**config.mk**
```make
export PLATFORM = sky130hd
export DESIGN_NAME = text_cell_video
export DESIGN_NICKNAME = d
export VERILOG_FILES = /design/src/rtl/vt_pkg.sv /design/src/rtl/vt_raster.sv /design/src/rtl/vt_fetch.sv /design/src/rtl/vt_shift.sv /design/src/rtl/text_cell_video.sv
export SDC_FILE = /design/constraint.sdc
export NUM_CORES = 1
export LEC_CHECK = 0
export ABC_AREA = 1
export BUFFER_PORTS_ARGS = -buffer_cell sky130_fd_sc_hd__buf_4
export CORE_ASPECT_RATIO = 1.5
export CORE_UTILIZATION = 59
export CTS_BUF_LIST = sky130_fd_sc_hd__clkbuf_8 sky130_fd_sc_hd__clkbuf_16
export CTS_CLUSTER_DIAMETER = 30
export DETAILED_ROUTE_END_ITERATION = 7
export GPL_ROUTABILITY_DRIVEN = 0
export PLACE_DENSITY = 0.9
export SYNTH_ARGS = -nofsm -noshare
export SYNTH_HDL_FRONTEND = slang
export SYNTH_SLANG_ARGS = --single-unit
```
**constraint.sdc**
```tcl
create_clock -name clk -period 3.24 [get_ports clk]
set_input_delay 0.648 -clock clk [delete_from_list [all_inputs] [get_ports clk]]
set_output_delay 0.648 -clock clk [all_outputs]
set_load 0.02 [all_outputs]
```
**src/rtl/vt_pkg.sv**
```systemverilog
`timescale 1ns/1ps
package vt_pkg;
  // Sideband flags that travel with each pixel beat.
  typedef struct packed {
    logic act;
    logic hs;
    logic vs;
  } vt_flags_t;
endpackage

```
**src/rtl/vt_raster.sv**
```systemverilog
`timescale 1ns/1ps
// Raster position counters with an incrementally kept cell row and glyph line.
module vt_raster #(
  parameter int H_TOTAL = 320,
  parameter int V_TOTAL = 262,
  parameter int CELL_H  = 12,
  parameter int HW      = 9,
  parameter int VW      = 9,
  parameter int RW      = 5,
  parameter int LW      = 4
) (
  input  logic          clk,
  input  logic          rst_n,
  input  logic          adv,
  output logic [HW-1:0] h,
  output logic [VW-1:0] v,
  output logic [HW-1:0] nxt_h,
  output logic [VW-1:0] nxt_v,
  output logic [RW-1:0] nxt_crow,
  output logic [LW-1:0] nxt_cline,
  output logic [VW-1:0] fol_v,
  output logic [RW-1:0] fol_crow,
  output logic [LW-1:0] fol_cline
);
  localparam int SW = VW + RW + LW;

  logic [RW-1:0] crow;
  logic [LW-1:0] cline;
  logic          line_end;

  // One line forward: the glyph line wraps at CELL_H-1 and bumps the cell row.
  function automatic logic [SW-1:0] line_step(input logic [VW-1:0] vi,
                                              input logic [RW-1:0] ri,
                                              input logic [LW-1:0] li);
    if (vi == VW'(V_TOTAL-1))
      return '0;
    else if (li == LW'(CELL_H-1))
      return {vi + VW'(1), ri + RW'(1), LW'(0)};
    else
      return {vi + VW'(1), ri, li + LW'(1)};
  endfunction

  always_comb begin
    line_end = (h == HW'(H_TOTAL-1));
    nxt_h    = line_end ? '0 : h + HW'(1);
    if (line_end)
      {nxt_v, nxt_crow, nxt_cline} = line_step(v, crow, cline);
    else
      {nxt_v, nxt_crow, nxt_cline} = {v, crow, cline};
    {fol_v, fol_crow, fol_cline} = line_step(nxt_v, nxt_crow, nxt_cline);
  end

  always_ff @(posedge clk) begin
    if (!rst_n) begin
      h     <= '0;
      v     <= VW'(V_TOTAL-1);
      crow  <= RW'((V_TOTAL-1) / CELL_H);
      cline <= LW'((V_TOTAL-1) % CELL_H);
    end else if (adv) begin
      h     <= nxt_h;
      v     <= nxt_v;
      crow  <= nxt_crow;
      cline <= nxt_cline;
    end
  end
endmodule

```
**src/rtl/vt_fetch.sv**
```systemverilog
`timescale 1ns/1ps
// Issues the screen read at the start of a cell for the following cell, then the
// glyph read half a cell later. Both addresses stay put between updates, so a
// stall never disturbs data still in flight from the synchronous memories.
module vt_fetch #(
  parameter int ACT_W   = 256,
  parameter int ACT_H   = 192,
  parameter int CELL_W  = 8,
  parameter int H_TOTAL = 320,
  parameter int HW      = 9,
  parameter int VW      = 9,
  parameter int RW      = 5,
  parameter int LW      = 4,
  parameter int CODE_W  = 7,
  parameter int SCR_AW  = 9,
  parameter int COLS    = 32,
  parameter int COLW    = 5
) (
  input  logic                 clk,
  input  logic                 rst_n,
  input  logic                 adv,
  input  logic [HW-1:0]        nxt_h,
  input  logic [VW-1:0]        nxt_v,
  input  logic [RW-1:0]        nxt_crow,
  input  logic [LW-1:0]        nxt_cline,
  input  logic [VW-1:0]        fol_v,
  input  logic [RW-1:0]        fol_crow,
  input  logic [LW-1:0]        fol_cline,
  input  logic [CODE_W-1:0]    scr_code,
  output logic [SCR_AW-1:0]    scr_addr,
  output logic [CODE_W+LW-1:0] gly_addr
);
  localparam int CWL = $clog2(CELL_W);

  logic [CWL-1:0]  phase;
  logic            in_line, wrap;
  logic [VW-1:0]   tgt_v;
  logic [RW-1:0]   tgt_crow;
  logic [LW-1:0]   tgt_cline;
  logic [COLW-1:0] tgt_col;
  logic            tgt_act;
  logic            t_ok;
  logic [LW-1:0]   t_line;

  always_comb begin
    phase   = nxt_h[CWL-1:0];
    in_line = (phase == '0) &&
              (({1'b0, nxt_h} + (HW+1)'(CELL_W)) < (HW+1)'(ACT_W));
    wrap    = (nxt_h == HW'(H_TOTAL-CELL_W));
    if (in_line) begin
      tgt_v     = nxt_v;
      tgt_crow  = nxt_crow;
      tgt_cline = nxt_cline;
      tgt_col   = COLW'(32'(nxt_h >> CWL) + 1);
    end else begin
      tgt_v     = fol_v;
      tgt_crow  = fol_crow;
      tgt_cline = fol_cline;
      tgt_col   = '0;
    end
    tgt_act = (tgt_v < VW'(ACT_H));
  end

  always_ff @(posedge clk) begin
    if (!rst_n) begin
      scr_addr <= '0;
      gly_addr <= '0;
      t_ok     <= 1'b0;
      t_line   <= '0;
    end else if (adv) begin
      if (in_line || wrap) begin
        t_ok   <= tgt_act;
        t_line <= tgt_cline;
        if (tgt_act)
          scr_addr <= SCR_AW'(32'(tgt_crow) * COLS + 32'(tgt_col));
      end
      if (phase == CWL'(CELL_W/2) && t_ok)
        gly_addr <= {scr_code, t_line};
    end
  end
endmodule

```
**src/rtl/vt_shift.sv**
```systemverilog
`timescale 1ns/1ps
// Glyph slice serializer, most significant bit first.
module vt_shift #(
  parameter int CELL_W = 8
) (
  input  logic              clk,
  input  logic              rst_n,
  input  logic              adv,
  input  logic              load,
  input  logic [CELL_W-1:0] gly_data,
  output logic              msb
);
  logic [CELL_W-1:0] sr;

  always_ff @(posedge clk) begin
    if (!rst_n)
      sr <= '0;
    else if (adv)
      sr <= load ? gly_data : {sr[CELL_W-2:0], 1'b0};
  end

  assign msb = sr[CELL_W-1];
endmodule

```
**src/rtl/text_cell_video.sv**
```systemverilog
`timescale 1ns/1ps
module text_cell_video #(
  parameter int ACT_W    = 256,
  parameter int ACT_H    = 192,
  parameter int CELL_W   = 8,
  parameter int CELL_H   = 12,
  parameter int CODE_W   = 7,
  parameter int H_TOTAL  = 320,
  parameter int V_TOTAL  = 262,
  parameter int HS_START = 272,
  parameter int HS_END   = 296,
  parameter int VS_START = 216,
  parameter int VS_END   = 219,
  localparam int COLS    = ACT_W / CELL_W,
  localparam int ROWS    = ACT_H / CELL_H,
  localparam int SCR_AW  = $clog2(COLS * ROWS),
  localparam int LW      = $clog2(CELL_H),
  localparam int GLY_AW  = CODE_W + LW
) (
  input  logic              clk,
  input  logic              rst_n,
  input  logic              pix_ready,
  output logic              pix_valid,
  output logic              pix_data,
  output logic              pix_active,
  output logic              pix_hsync,
  output logic              pix_vsync,
  output logic [SCR_AW-1:0] scr_addr,
  input  logic [CODE_W-1:0] scr_code,
  output logic [GLY_AW-1:0] gly_addr,
  input  logic [CELL_W-1:0] gly_data
);
  import vt_pkg::*;

  localparam int HW   = $clog2(H_TOTAL);
  localparam int VW   = $clog2(V_TOTAL);
  localparam int RW   = $clog2(V_TOTAL / CELL_H + 1);
  localparam int CWL  = $clog2(CELL_W);
  localparam int COLW = $clog2(COLS);

  logic          adv, load, msb;
  logic [HW-1:0] h, nxt_h;
  logic [VW-1:0] v, nxt_v, fol_v;
  logic [RW-1:0] nxt_crow, fol_crow;
  logic [LW-1:0] nxt_cline, fol_cline;
  vt_flags_t     fl;

  always_ff @(posedge clk) begin
    if (!rst_n) pix_valid <= 1'b0;
    else        pix_valid <= 1'b1;
  end

  assign adv = pix_valid & pix_ready;

  vt_raster #(
    .H_TOTAL(H_TOTAL), .V_TOTAL(V_TOTAL), .CELL_H(CELL_H),
    .HW(HW), .VW(VW), .RW(RW), .LW(LW)
  ) raster_i (
    .clk(clk), .rst_n(rst_n), .adv(adv),
    .h(h), .v(v),
    .nxt_h(nxt_h), .nxt_v(nxt_v), .nxt_crow(nxt_crow), .nxt_cline(nxt_cline),
    .fol_v(fol_v), .fol_crow(fol_crow), .fol_cline(fol_cline)
  );

  vt_fetch #(
    .ACT_W(ACT_W), .ACT_H(ACT_H), .CELL_W(CELL_W), .H_TOTAL(H_TOTAL),
    .HW(HW), .VW(VW), .RW(RW), .LW(LW), .CODE_W(CODE_W),
    .SCR_AW(SCR_AW), .COLS(COLS), .COLW(COLW)
  ) fetch_i (
    .clk(clk), .rst_n(rst_n), .adv(adv),
    .nxt_h(nxt_h), .nxt_v(nxt_v), .nxt_crow(nxt_crow), .nxt_cline(nxt_cline),
    .fol_v(fol_v), .fol_crow(fol_crow), .fol_cline(fol_cline),
    .scr_code(scr_code), .scr_addr(scr_addr), .gly_addr(gly_addr)
  );

  // The slice for a cell is taken as the raster steps onto that cell's first pixel.
  assign load = (nxt_h[CWL-1:0] == '0) && (nxt_h < HW'(ACT_W)) && (nxt_v < VW'(ACT_H));

  vt_shift #(.CELL_W(CELL_W)) shift_i (
    .clk(clk), .rst_n(rst_n), .adv(adv), .load(load),
    .gly_data(gly_data), .msb(msb)
  );

  always_comb begin
    fl.act = (h < HW'(ACT_W)) && (v < VW'(ACT_H));
    fl.hs  = (h >= HW'(HS_START)) && (h < HW'(HS_END));
    fl.vs  = (v >= VW'(VS_START)) && (v < VW'(VS_END));
  end

  assign pix_active = pix_valid & fl.act;
  assign pix_data   = pix_valid & fl.act & msb;
  assign pix_hsync  = pix_valid & fl.hs;
  assign pix_vsync  = pix_valid & fl.vs;
endmodule

```
==> results of run 1 <==
[through the flow]
step,instance area (sq um),worst slack [ps]
after CTS,4400,139
after floorplan,3830,603
after global placement,4150,293
after detailed placement,4150,146
after global routing,4440,-5.26
final,4440,226
[sequential cells by signal (all words and copies together) (netlist names)]
signal,cells
fetch_i.t_ok,1
raster_i.cline,4
shift_i.sr,8
raster_i.crow,4
fetch_i.gly_addr,11
raster_i.h,9
pix_valid,1
raster_i.v,9
fetch_i.t_line,4
fetch_i.scr_addr,9
[logic make-up (layout without fill, tap and decap cells)]
logic type,after synthesis,count (layout),synth area share (%)
compound gates,119,119,16.1
flops,60,60,31.4
fa+ha+maj,10,10,3.27
buf+inv,111,154,11.6
xor+xnor,5,5,1.14
simple gates,288,289,36.5
[report_power, final]
group	internal (mW)	switching [mW]	total [mW]	leakage, nW
clock network	0.549	0.299	0.847	0.131
logic	0.0848	0.173	0.258	1.54
registers	0.759	0.0298	0.789	0.489
[per-layer routing]
metal  part of all wire, %  vias up
met2                    52      170
met5                     0        -
met1                    38     1781
met4                   3.9        0
met3                   6.4       40
li1                      -     1983
[critical path: stages, from the launching register on]
cell,delay [ps]
sky130_fd_sc_hd__dfxtp_1,410
sky130_fd_sc_hd__ha_2,260
sky130_fd_sc_hd__nand2_2,100
sky130_fd_sc_hd__nor2_8,140
sky130_fd_sc_hd__nand2_2,120
sky130_fd_sc_hd__nor2_4,200
sky130_fd_sc_hd__nand4_1,120
sky130_fd_sc_hd__o21ai_1,270
sky130_fd_sc_hd__ha_1,250
sky130_fd_sc_hd__nand2_1,80
sky130_fd_sc_hd__nor2_1,270
sky130_fd_sc_hd__inv_1,100
sky130_fd_sc_hd__nor2_1,150
sky130_fd_sc_hd__nand3_1,90
sky130_fd_sc_hd__nand2_1,70
sky130_fd_sc_hd__nand2_1,60
sky130_fd_sc_hd__nor2_1,120
sky130_fd_sc_hd__nor2_1,50
sky130_fd_sc_hd__nor2_1,90
[synthesized netlist by cell type (2+ instances only)]
master                        n  area share [%]
sky130_fd_sc_hd__nand2_1    123              12
sky130_fd_sc_hd__inv_1       81             7.9
sky130_fd_sc_hd__nor2_1      69             6.8
sky130_fd_sc_hd__dfxtp_1     60              31
sky130_fd_sc_hd__o21ai_0     56             7.3
sky130_fd_sc_hd__a21oi_1     52             6.8
sky130_fd_sc_hd__nand3_1     33             4.3
sky130_fd_sc_hd__nand4_1     14             2.3
sky130_fd_sc_hd__clkbuf_1    12             1.2
sky130_fd_sc_hd__nand2_2     12             2.0
sky130_fd_sc_hd__ha_1        10             3.3
sky130_fd_sc_hd__inv_2        8            0.78
sky130_fd_sc_hd__nor2_2       7             1.1
sky130_fd_sc_hd__buf_2        5            0.65
sky130_fd_sc_hd__nand3_2      5             1.3
sky130_fd_sc_hd__nor2_4       5             1.5
sky130_fd_sc_hd__o21ai_1      5            0.65
sky130_fd_sc_hd__xor2_1       5             1.1
sky130_fd_sc_hd__nand2_4      3            0.88
sky130_fd_sc_hd__nand3b_1     3            0.59
sky130_fd_sc_hd__nor3_1       3            0.39
sky130_fd_sc_hd__nor4_1       3            0.49
sky130_fd_sc_hd__buf_6        2            0.59
sky130_fd_sc_hd__nand3_4      2            0.91
sky130_fd_sc_hd__nand4_2      2            0.65
sky130_fd_sc_hd__o2111ai_1    2            0.46
[area by class of cell]
class	instances	area [sq um]	area share, %
Inverter	91	343	7.73
Clock inverter	5	98.8	2.23
Sequential cell	60	1200	27.1
Timing Repair Buffer	47	353	7.95
Tap cell	74	92.6	2.09
Multi-Input combinational cell	423	2190	49.5
Clock buffer	11	151	3.41
[worst min-delay path by stage]
stage,start,cells after the start,slack [ps],end
floorplan,shift_i.sr[7],2,440,shift_i.sr[7]
global placement,shift_i.sr[3],2,450,shift_i.sr[3]
detailed placement,shift_i.sr[7],2,460,shift_i.sr[7]
CTS,shift_i.sr[7],2,470,shift_i.sr[7]
global route,shift_i.sr[4],2,490,shift_i.sr[4]
finish,shift_i.sr[7],2,470,shift_i.sr[7]
[repair_timing]
item | in CTS | in global routing
resized for setup | 0 | 2
buffers inserted | 0 | 3
endpoints found under the setup margin | 0 | 10
==> metrics.cfg, run 1 <==
[outcome]
outcome=completed

[worst_setup_path]
crit_path_start_kind=flop
worstReg2RegStart=raster_i.h[1]
cp_data_arrival_time_ps=3300
r2r_slack_ps=230
required_arrival_time_at_the_worst_endpoint_ps=3530
timing.critical_path.from=raster_i.h[1]
timing.reg2reg.worst_path_depth=18
cp-end-kind=flop
worstSetupPathType=flop to flop
critical_path_peak_fanout=6
critical_path.reg2reg.endpoint=fetch_i.scr_addr[8]
worst_setup_path_endpoint=fetch_i.scr_addr[8]

[sta]
period_minus_slack_ps=3010
worstMarginPinSlew_ps=589
layout_worst_path_cycle_share_pct=93.0
final_hold_fails=0
slew_headroom_pct=60.3
timing.final.max_slew_violations=0
timing.hold.ws_ps=467
fmaxAchievable_mhz=332
finalClockSkew_ps=11.3
finalSetupViolations=0
tns_ps=0

[floorplanning]
num_rows=35
design.die.area_sq_mm=0.00682
starting_density_pct=61.6
height_of_the_die_um=101
chip_width_um=67.8
pin_count=43
floorplan.core_area_sq_mm=0.00622

[placement]
dpl.cell_count=691
port_buffers=42
hpwl_um=6740

[drt]
drt-total-wl_um=9520
total_via_count_after_detailed_routing=3974
drt_pass1_iterations=6
routed_wire_length_per_instance_um=13.4
drt_drc_violations_left=0
route.antenna.remaining_nets=0
dr.first_iter.drc_count=302
viasPerCell=5.59

[power_and_ir_drop]
power_density_mw_per_mm2=427
leakage_nw=2.16
vdd_drop_max_mv=0.305
p_total_mw=1.89

[global_routing]
groute.layer.met3.usage_pct=5.77
grt_usage_pct=30.5
busiest_layer=met2
grt_first_pass_wirelength_um=15900
antenna_found_initial=0
via_count_of_the_first_global_routing_pass=3805
grt_util_met1_pct=31.9
grt_overflow_total=0
met2_usage_pct=53.1
grt_start_max_net_pins=41

[synth]
synthesis.area_per_instance_sq_um=6.46
seq_area_frac_synth_pct=31.4
postSynth.asyncResetShare_pct=0
synthCells=593
yosys_warnings=0
synth_seq_cells=60
synth-edff-count=0
yosys_most_used_dff=sky130_fd_sc_hd__dfxtp_1
netlist-cell-type-count=37
netlist_area_sq_mm=0.00383
mappedNetlistNets=621

[final_layout]
fin_cells=711
postLayoutCoreUtil_pct=71.3
nNetsFinal=660
final_cell_mix=sky130_fd_sc_hd__nand2_1 (123), sky130_fd_sc_hd__inv_1 (82), sky130_fd_sc_hd__nor2_1 (69)
area.growth.synth_to_final_pct=15.8
final_common_cell=sky130_fd_sc_hd__nand2_1
num_antenna_cells=0
filler_cell_count=512
drive_gt1_share_pct=17.9

[clock_tree]
numCtsBuffers=9
cts_root_buf=sky130_fd_sc_hd__clkbuf_8
sink_count_of_the_clock_tree=60
clkSlewWorstSetupHoldPaths_ps=70
cts_max_path_buffers=2
cts-hold-fix-buffers=0
tritoncts=built
cts.htree.levels=3
clkLatencyLatePin_ps=350

[job]
cap_viol_max_count=0

[hold_path]
hp-class=flop to flop

Note: power is estimated with default switching activity, not from simulation.
==> run 2: changes to the inputs <==
--- a/config.mk
+++ b/config.mk
@@ -7,8 +7,10 @@
 export LEC_CHECK = 0
 export ABC_AREA = 1
 export BUFFER_PORTS_ARGS = -buffer_cell sky130_fd_sc_hd__buf_4
+export CELL_PAD_IN_SITES_DETAIL_PLACEMENT = 1
+export CELL_PAD_IN_SITES_GLOBAL_PLACEMENT = 2
 export CORE_ASPECT_RATIO = 1.5
-export CORE_UTILIZATION = 59
+export CORE_UTILIZATION = 32
 export CTS_BUF_LIST = sky130_fd_sc_hd__clkbuf_8 sky130_fd_sc_hd__clkbuf_16
 export CTS_CLUSTER_DIAMETER = 30
 export DETAILED_ROUTE_END_ITERATION = 7
==> run 2 against run 1 <==
Against the previous run: combinational power up 5%; hold slack worse by 3.8 ps; die area up 82%; critical path type unchanged; critical endpoint unchanged; largest power group unchanged.
==> metrics.cfg, run 2 (synthesis gave the netlist of run 1 again) <==
[sta]
rsz0062_at_grt=no
smallest_setup_slack_after_layout_ps=370  ; +144 ps
timing.final.max_slew_violations=0  ; unchanged
finalSetupViolations=0  ; unchanged
finalClockSkew_ps=10.9  ; -0.456 ps
worstMarginPinSlew_ps=590  ; +1.51 ps
slew_headroom_pct=60.2  ; -0.10 points
period_minus_slack_ps=2870  ; -144 ps
layout_worst_path_cycle_share_pct=88.6  ; -4.4 points
timing.hold.ws_ps=463  ; -3.78 ps
tns_ps=0  ; unchanged
final_hold_fails=0  ; unchanged
fmaxAchievable_mhz=348  ; +5.0%

[global_routing]
grt_usage_pct=19.9  ; -11 points
grt_start_max_net_pins=37  ; -9.8%
grt_overflow_total=0  ; unchanged
via_count_of_the_first_global_routing_pass=3996  ; +5.0%
antenna_found_initial=0  ; unchanged
grt_first_pass_wirelength_um=19200  ; +21%

[final_layout]
drive_gt1_share_pct=18.1  ; +0.20 points
postLayoutCoreUtil_pct=39.9  ; -31 points
largest_register_ff_count=11  ; unchanged
final_common_cell=sky130_fd_sc_hd__nand2_1
stdcell_area_sq_mm=0.00463  ; +4.3%
regMostFlops=fetch_i.gly_addr
num_antenna_cells=0  ; unchanged
nNetsFinal=664  ; +0.61%
fin_cells=791  ; +11%
area.growth.synth_to_final_pct=20.8
filler_cell_count=1522  ; +200%
final_cell_mix=sky130_fd_sc_hd__nand2_1 (123), sky130_fd_sc_hd__inv_1 (82), sky130_fd_sc_hd__nor2_1 (69)

[clock_tree]
cts_max_path_buffers=2  ; unchanged
numCtsBuffers=9  ; unchanged
cts_root_buf=sky130_fd_sc_hd__clkbuf_16
clkSlewWorstSetupHoldPaths_ps=50  ; -20 ps
clkLatencyLatePin_ps=330  ; -20 ps
post_cts.resized_instances=0  ; unchanged
tritoncts=built
cts.htree.levels=3  ; unchanged
sink_count_of_the_clock_tree=60  ; unchanged

[drt]
route.antenna.remaining_nets=0  ; unchanged
drt-total-wl_um=11700  ; +23%
viasPerCell=4.97  ; -11%
dr.first_iter.drc_count=109  ; -64%
routed_wire_length_per_instance_um=14.7  ; +10%
drt_drc_violations_left=0  ; unchanged
total_via_count_after_detailed_routing=3928  ; -1.2%
drt_pass1_iterations=4  ; -2

[placement]
post-place-ws_ps=313  ; +167 ps
dpl.cell_count=771  ; +12%
hpwl_um=8940  ; +33%
placed_area_sq_mm=0.00428  ; +3.0%
port_buffers=42  ; unchanged

[job]
cap_viol_max_count=0  ; unchanged

[floorplanning]
floorplan.core_area_sq_mm=0.0116  ; +86%
chip_width_um=91.3  ; +35%
height_of_the_die_um=136  ; +35%
pin_count=43  ; unchanged
design.die.area_sq_mm=0.0124  ; +82%
starting_density_pct=33.0  ; -29 points
num_rows=48  ; +37%

[power_and_ir_drop]
netSwitchingPower_uw=547  ; +9.0%
power_density_mw_per_mm2=450  ; +5.3%
switching_share_of_power_pct=26.3  ; -0.20 points
leakage_nw=2.22  ; +2.7%
power.share.clock_pct=49.0  ; +4.3 points
pwr-share-comb_pct=13.0  ; -0.6 points
vdd_drop_max_mv=0.280  ; -8.2%
p_total_mw=2.08  ; +9.9%
internal_power_mw=1.53  ; +10%
sequentialPowerShare_pct=38.0  ; -3.7 points

[worst_setup_path]
required_arrival_time_at_the_worst_endpoint_ps=3510  ; -20 ps
cp-end-kind=flop
critical_path_peak_fanout=8  ; +2
r2r_slack_ps=370  ; +140 ps
timing.reg2reg.worst_path_depth=19  ; +1
crit_path_start_kind=flop
worstReg2RegStart=raster_i.h[1]
critical_path.reg2reg.endpoint=fetch_i.scr_addr[8]
worstSetupPathType=flop to flop
cp_data_arrival_time_ps=3140  ; -160 ps

[hold_path]
hp-class=flop to flop
holdPathEnd=shift_i.sr[5]
min_from=shift_i.sr[5]
hold_path_depth=2  ; unchanged

[outcome]
outcome=completed

run 2: cell types whose count changed in the layout (fill, tap and decap cells not counted), moves of 2 or more:
cell / change
sky130_fd_sc_hd__clkbuf_8: -10
sky130_fd_sc_hd__clkinv_2: +2
sky130_fd_sc_hd__clkbuf_16: +9
sky130_fd_sc_hd__buf_4: +5
run 2: worst max-delay path by stage:
stage	endpoint	slack, ps	cells past startpoint	from
final	fetch_i.scr_addr[8]	370	19	raster_i.h[1]
after global routing	fetch_i.scr_addr[8]	80	18	raster_i.h[1]
after CTS	fetch_i.scr_addr[0]	270	18	raster_i.h[1]
after detailed placement	fetch_i.scr_addr[0]	310	18	raster_i.h[1]
after global placement	fetch_i.scr_addr[1]	450	18	raster_i.h[1]
after floorplan	fetch_i.scr_addr[1]	600	19	raster_i.h[0]
run 2: cell type report:
| class | count | area, sq um | share of cell area (%) |
|---|---|---|---|
| Multi-Input combinational cell | 422 | 2190 | 47.3 |
| Sequential cell | 60 | 1200 | 26.0 |
| Timing Repair Buffer | 52 | 390 | 8.44 |
| Inverter | 91 | 343 | 7.41 |
| Clock buffer | 10 | 239 | 5.17 |
| Tap cell | 150 | 188 | 4.06 |
| Clock inverter | 6 | 78.8 | 1.70 |
run 2: critical path: stages, from the launching register on:
cell,delay (ps)
sky130_fd_sc_hd__dfxtp_1,410
sky130_fd_sc_hd__ha_1,280
sky130_fd_sc_hd__nand2_2,120
sky130_fd_sc_hd__nor2_8,140
sky130_fd_sc_hd__nand2_2,100
sky130_fd_sc_hd__nor2_4,220
sky130_fd_sc_hd__buf_4,150
sky130_fd_sc_hd__nand3_1,70
sky130_fd_sc_hd__o21ai_0,140
sky130_fd_sc_hd__ha_1,220
sky130_fd_sc_hd__nand2_1,70
sky130_fd_sc_hd__nor2_1,240
sky130_fd_sc_hd__inv_1,100
sky130_fd_sc_hd__nor2_1,150
sky130_fd_sc_hd__nand3_1,90
sky130_fd_sc_hd__nand2_1,70
sky130_fd_sc_hd__nand2_1,50
sky130_fd_sc_hd__nor2_1,80
sky130_fd_sc_hd__nor2_1,40
sky130_fd_sc_hd__nor2_1,70
run 2: power groups by stage:
stage,Clock [mW],Sequential (mW),Combinational [mW]
after floorplan,0,0.796,0.186
after global placement,0,0.804,0.262
after detailed placement,0,0.805,0.271
after CTS,1.05,0.789,0.273
after global routing,1.09,0.793,0.305
final,1.02,0.790,0.271
run 2: what timing repair did:
item,CTS,global route
hold buffers,0,0
endpoints found under the setup margin,0,3
setup buffers,0,4
run 2: per-layer routing:
| layer | global-route usage, % | wire [um] | vias to the layer above |
|---|---|---|---|
| met5 | 0 | 0 | - |
| met4 | 10.1 | 389 | 0 |
| met1 | 21.0 | 4850 | 1851 |
| met3 | 3.86 | 262 | 20 |
| met2 | 37.2 | 6160 | 65 |
| li1 | - | - | 1992 |
==> run 3: changes to the inputs <==
--- a/config.mk
+++ b/config.mk
@@ -9,7 +9,7 @@
 export BUFFER_PORTS_ARGS = -buffer_cell sky130_fd_sc_hd__buf_4
 export CELL_PAD_IN_SITES_DETAIL_PLACEMENT = 1
 export CELL_PAD_IN_SITES_GLOBAL_PLACEMENT = 2
-export CORE_ASPECT_RATIO = 1.5
+export CORE_ASPECT_RATIO = 2
 export CORE_UTILIZATION = 32
 export CTS_BUF_LIST = sky130_fd_sc_hd__clkbuf_8 sky130_fd_sc_hd__clkbuf_16
 export CTS_CLUSTER_DIAMETER = 30
==> constraint.sdc (replaced) <==
create_clock -name clk -period 2.75 [get_ports clk]
set_input_delay 0.55 -clock clk [delete_from_list [all_inputs] [get_ports clk]]
set_output_delay 0.55 -clock clk [all_outputs]
set_load 0.02 [all_outputs]
==> run 3 against run 2 <==
Against the previous run: routed wire length increased by 3.7%; non-clock buffer count increased by 6; power increased by 17%; maximum frequency increased by 12%; hold slack improved by 2.2 ps; die area increased by 0.14%; sequential share of layout area decreased by 0.22 points; final area increased by 1.6%; clock power increased by 15%; utilization increased by 0.26 points; critical endpoint is now fetch_i.scr_addr[6]; largest power group unchanged.
==> metrics.cfg, run 3 (synthesis gave the netlist of run 1 again) <==
[outcome]
outcome=completed

[clock_tree]
cts_root_buf=sky130_fd_sc_hd__clkbuf_16
tritoncts=built
numCtsBuffers=9  ; unchanged
sink_count_of_the_clock_tree=60  ; unchanged
clkSlewWorstSetupHoldPaths_ps=60  ; about the same
clkLatencyLatePin_ps=330  ; about the same
cts.htree.levels=3  ; unchanged
cts_max_path_buffers=2  ; unchanged

[worst_setup_path]
cp_slowest_cell=sky130_fd_sc_hd__dfxtp_4
worstSetupPathType=flop to flop
required_arrival_time_at_the_worst_endpoint_ps=3010  ; -500 ps
cp_data_arrival_time_ps=2820  ; -320 ps
crit_family=simple AND/OR/NAND/NOR gates
cp-end-kind=flop
number_of_buffers_and_inverters_on_the_critical_path=3  ; +1
timing.critical_path.mode_cell=sky130_fd_sc_hd__nand2_1
worstReg2RegStart=raster_i.h[1]
critical-path-max-stage-delay_ps=370  ; -40 ps
timing.critical_path.from=raster_i.h[1]
crit_chain=ha_4, nand2_2, nor2_8, nand2_2, nor2_4, buf_4, buf_4, o21ai_1, ha_1, nand2_1, nor2_1, buf_4, nand2_1, nand2_1, nand3_1, nand4_1, nand2_1, nor2_2
critical_path_peak_fanout=9  ; +1
crit_path_start_kind=flop

[hold_path]
hp-class=flop to flop
min_from=shift_i.sr[7]

[final_layout]
nNetsFinal=670  ; +0.90%
final_cell_mix=sky130_fd_sc_hd__nand2_1 (123), sky130_fd_sc_hd__inv_1 (81), sky130_fd_sc_hd__nor2_1 (68)
filler_cell_count=1508  ; -0.92%
drive_gt1_share_pct=20.2  ; +2.2 points
postLayoutCoreUtil_pct=40.2  ; +0.26 points
regMostFlops=fetch_i.gly_addr
area.growth.synth_to_final_pct=22.7
largest_register_ff_count=11  ; unchanged
num_antenna_cells=0  ; unchanged
final_common_cell=sky130_fd_sc_hd__nand2_1

[floorplanning]
design.die.area_sq_mm=0.0124  ; +0.14%
floorplan.core_area_sq_mm=0.0117  ; +0.95%
num_rows=56  ; +17%
starting_density_pct=32.7  ; -0.31 points
height_of_the_die_um=157  ; +15%
chip_width_um=79.4  ; -13%
pin_count=43  ; unchanged

[power_and_ir_drop]
p_total_mw=2.43  ; +17%
power_density_mw_per_mm2=516  ; +15%
vdd_drop_max_mv=0.390  ; +40%
leakage_nw=2.21  ; -0.24%

[drt]
total_via_count_after_detailed_routing=3976  ; +1.2%
drt-total-wl_um=12100  ; +3.7%
dr.first_iter.drc_count=133  ; +22%
viasPerCell=5.02  ; +1.1%
drt_drc_violations_left=0  ; unchanged
routed_wire_length_per_instance_um=15.3  ; +3.5%
route.antenna.remaining_nets=0  ; unchanged
drt_pass1_iterations=4  ; unchanged

[sta]
timing.hold.ws_ps=466  ; +2.20 ps
final_hold_fails=0  ; unchanged
worstMarginPinSlew_ps=544  ; -46.2 ps
finalSetupViolations=0  ; unchanged
smallest_setup_slack_after_layout_ps=193  ; -177 ps
fmaxAchievable_mhz=391  ; +12%
finalClockSkew_ps=6.30  ; -4.57 ps
period_minus_slack_ps=2560  ; -313 ps
rsz0062_at_grt=yes
slew_headroom_pct=63.7  ; +3.4 points
timing.final.max_slew_violations=0  ; unchanged
layout_worst_path_cycle_share_pct=93.0  ; +4.4 points

[global_routing]
grt_first_pass_wirelength_um=19900  ; +3.5%
grt_usage_pct=21.1  ; +1.3 points
grt_overflow_total=0  ; unchanged
antenna_found_initial=0  ; unchanged
via_count_of_the_first_global_routing_pass=4193  ; +4.9%
grt_start_max_net_pins=37  ; unchanged

[placement]
hpwl_um=9490  ; +6.1%
port_buffers=42  ; unchanged
post-place-ws_ps=-44.5  ; -357 ps

[job]
cap_viol_max_count=0  ; unchanged

## run 3: cell count changes in the layout (fill, tap and decap cells not counted), sizes merged
cell	before	now
buf	52	58
clkinv	5	3
clkinvlp	0	2
bufinv	2	1
clkbuf	10	11
## run 3: path summary, 6_finish.rpt
check / endpoint / slack (ps) / cells after the start
max: fetch_i.scr_addr[6] / 190 / 18
min: shift_i.sr[7] / 470 / 2
max reg2reg: fetch_i.scr_addr[6] / 190 / 18
min reg2reg: shift_i.sr[7] / 470 / 2
## run 3: repair_timing
item	CTS	global route
hold buffers	0	0
setup endpoints to repair	2	8
buffers inserted	0	0
resized for setup	2	10
## run 3: cell type report
type / instances / area [sq um] / share of cell area, %
Timing Repair Buffer: 58 / 435 / 9.27
Sequential cell: 60 / 1210 / 25.7
Multi-Input combinational cell: 422 / 2220 / 47.2
Clock inverter: 5 / 58.8 / 1.25
Tap cell: 145 / 181 / 3.86
Inverter: 91 / 343 / 7.29
Clock buffer: 11 / 253 / 5.38
## run 3: worst min-delay path, cell delays in order, from the launching register on
cell	delay [ps]
sky130_fd_sc_hd__dfxtp_1	310
sky130_fd_sc_hd__nand2_1	60
sky130_fd_sc_hd__a21oi_1	60
## run 3: stage by stage
step                std cells  cell area, sq um  TNS, ps
floorplan                 593              3830        0
global placement          776              4350        0
detailed placement        776              4350    -44.5
CTS                       792              4660        0
global route              792              4700    -30.1
finish                    792              4700        0
## run 3: per-layer routing
layer | vias to the layer above | wire (um) | track usage, % | part of all wire (%)
li1 | 2002 | - | - | -
met1 | 1872 | 4260 | 18.5 | 35
met2 | 71 | 7030 | 43.3 | 58
met3 | 31 | 246 | 2.92 | 2.0
met4 | 0 | 565 | 12.1 | 4.7
met5 | - | 0 | 0 | 0
## run 3: power breakdown
part	internal, mW	leakage (nW)	switching, mW
combinational	0.109	1.57	0.217
clock	0.752	0.148	0.418
sequential	0.896	0.490	0.0356
total	1.76	2.21	0.670
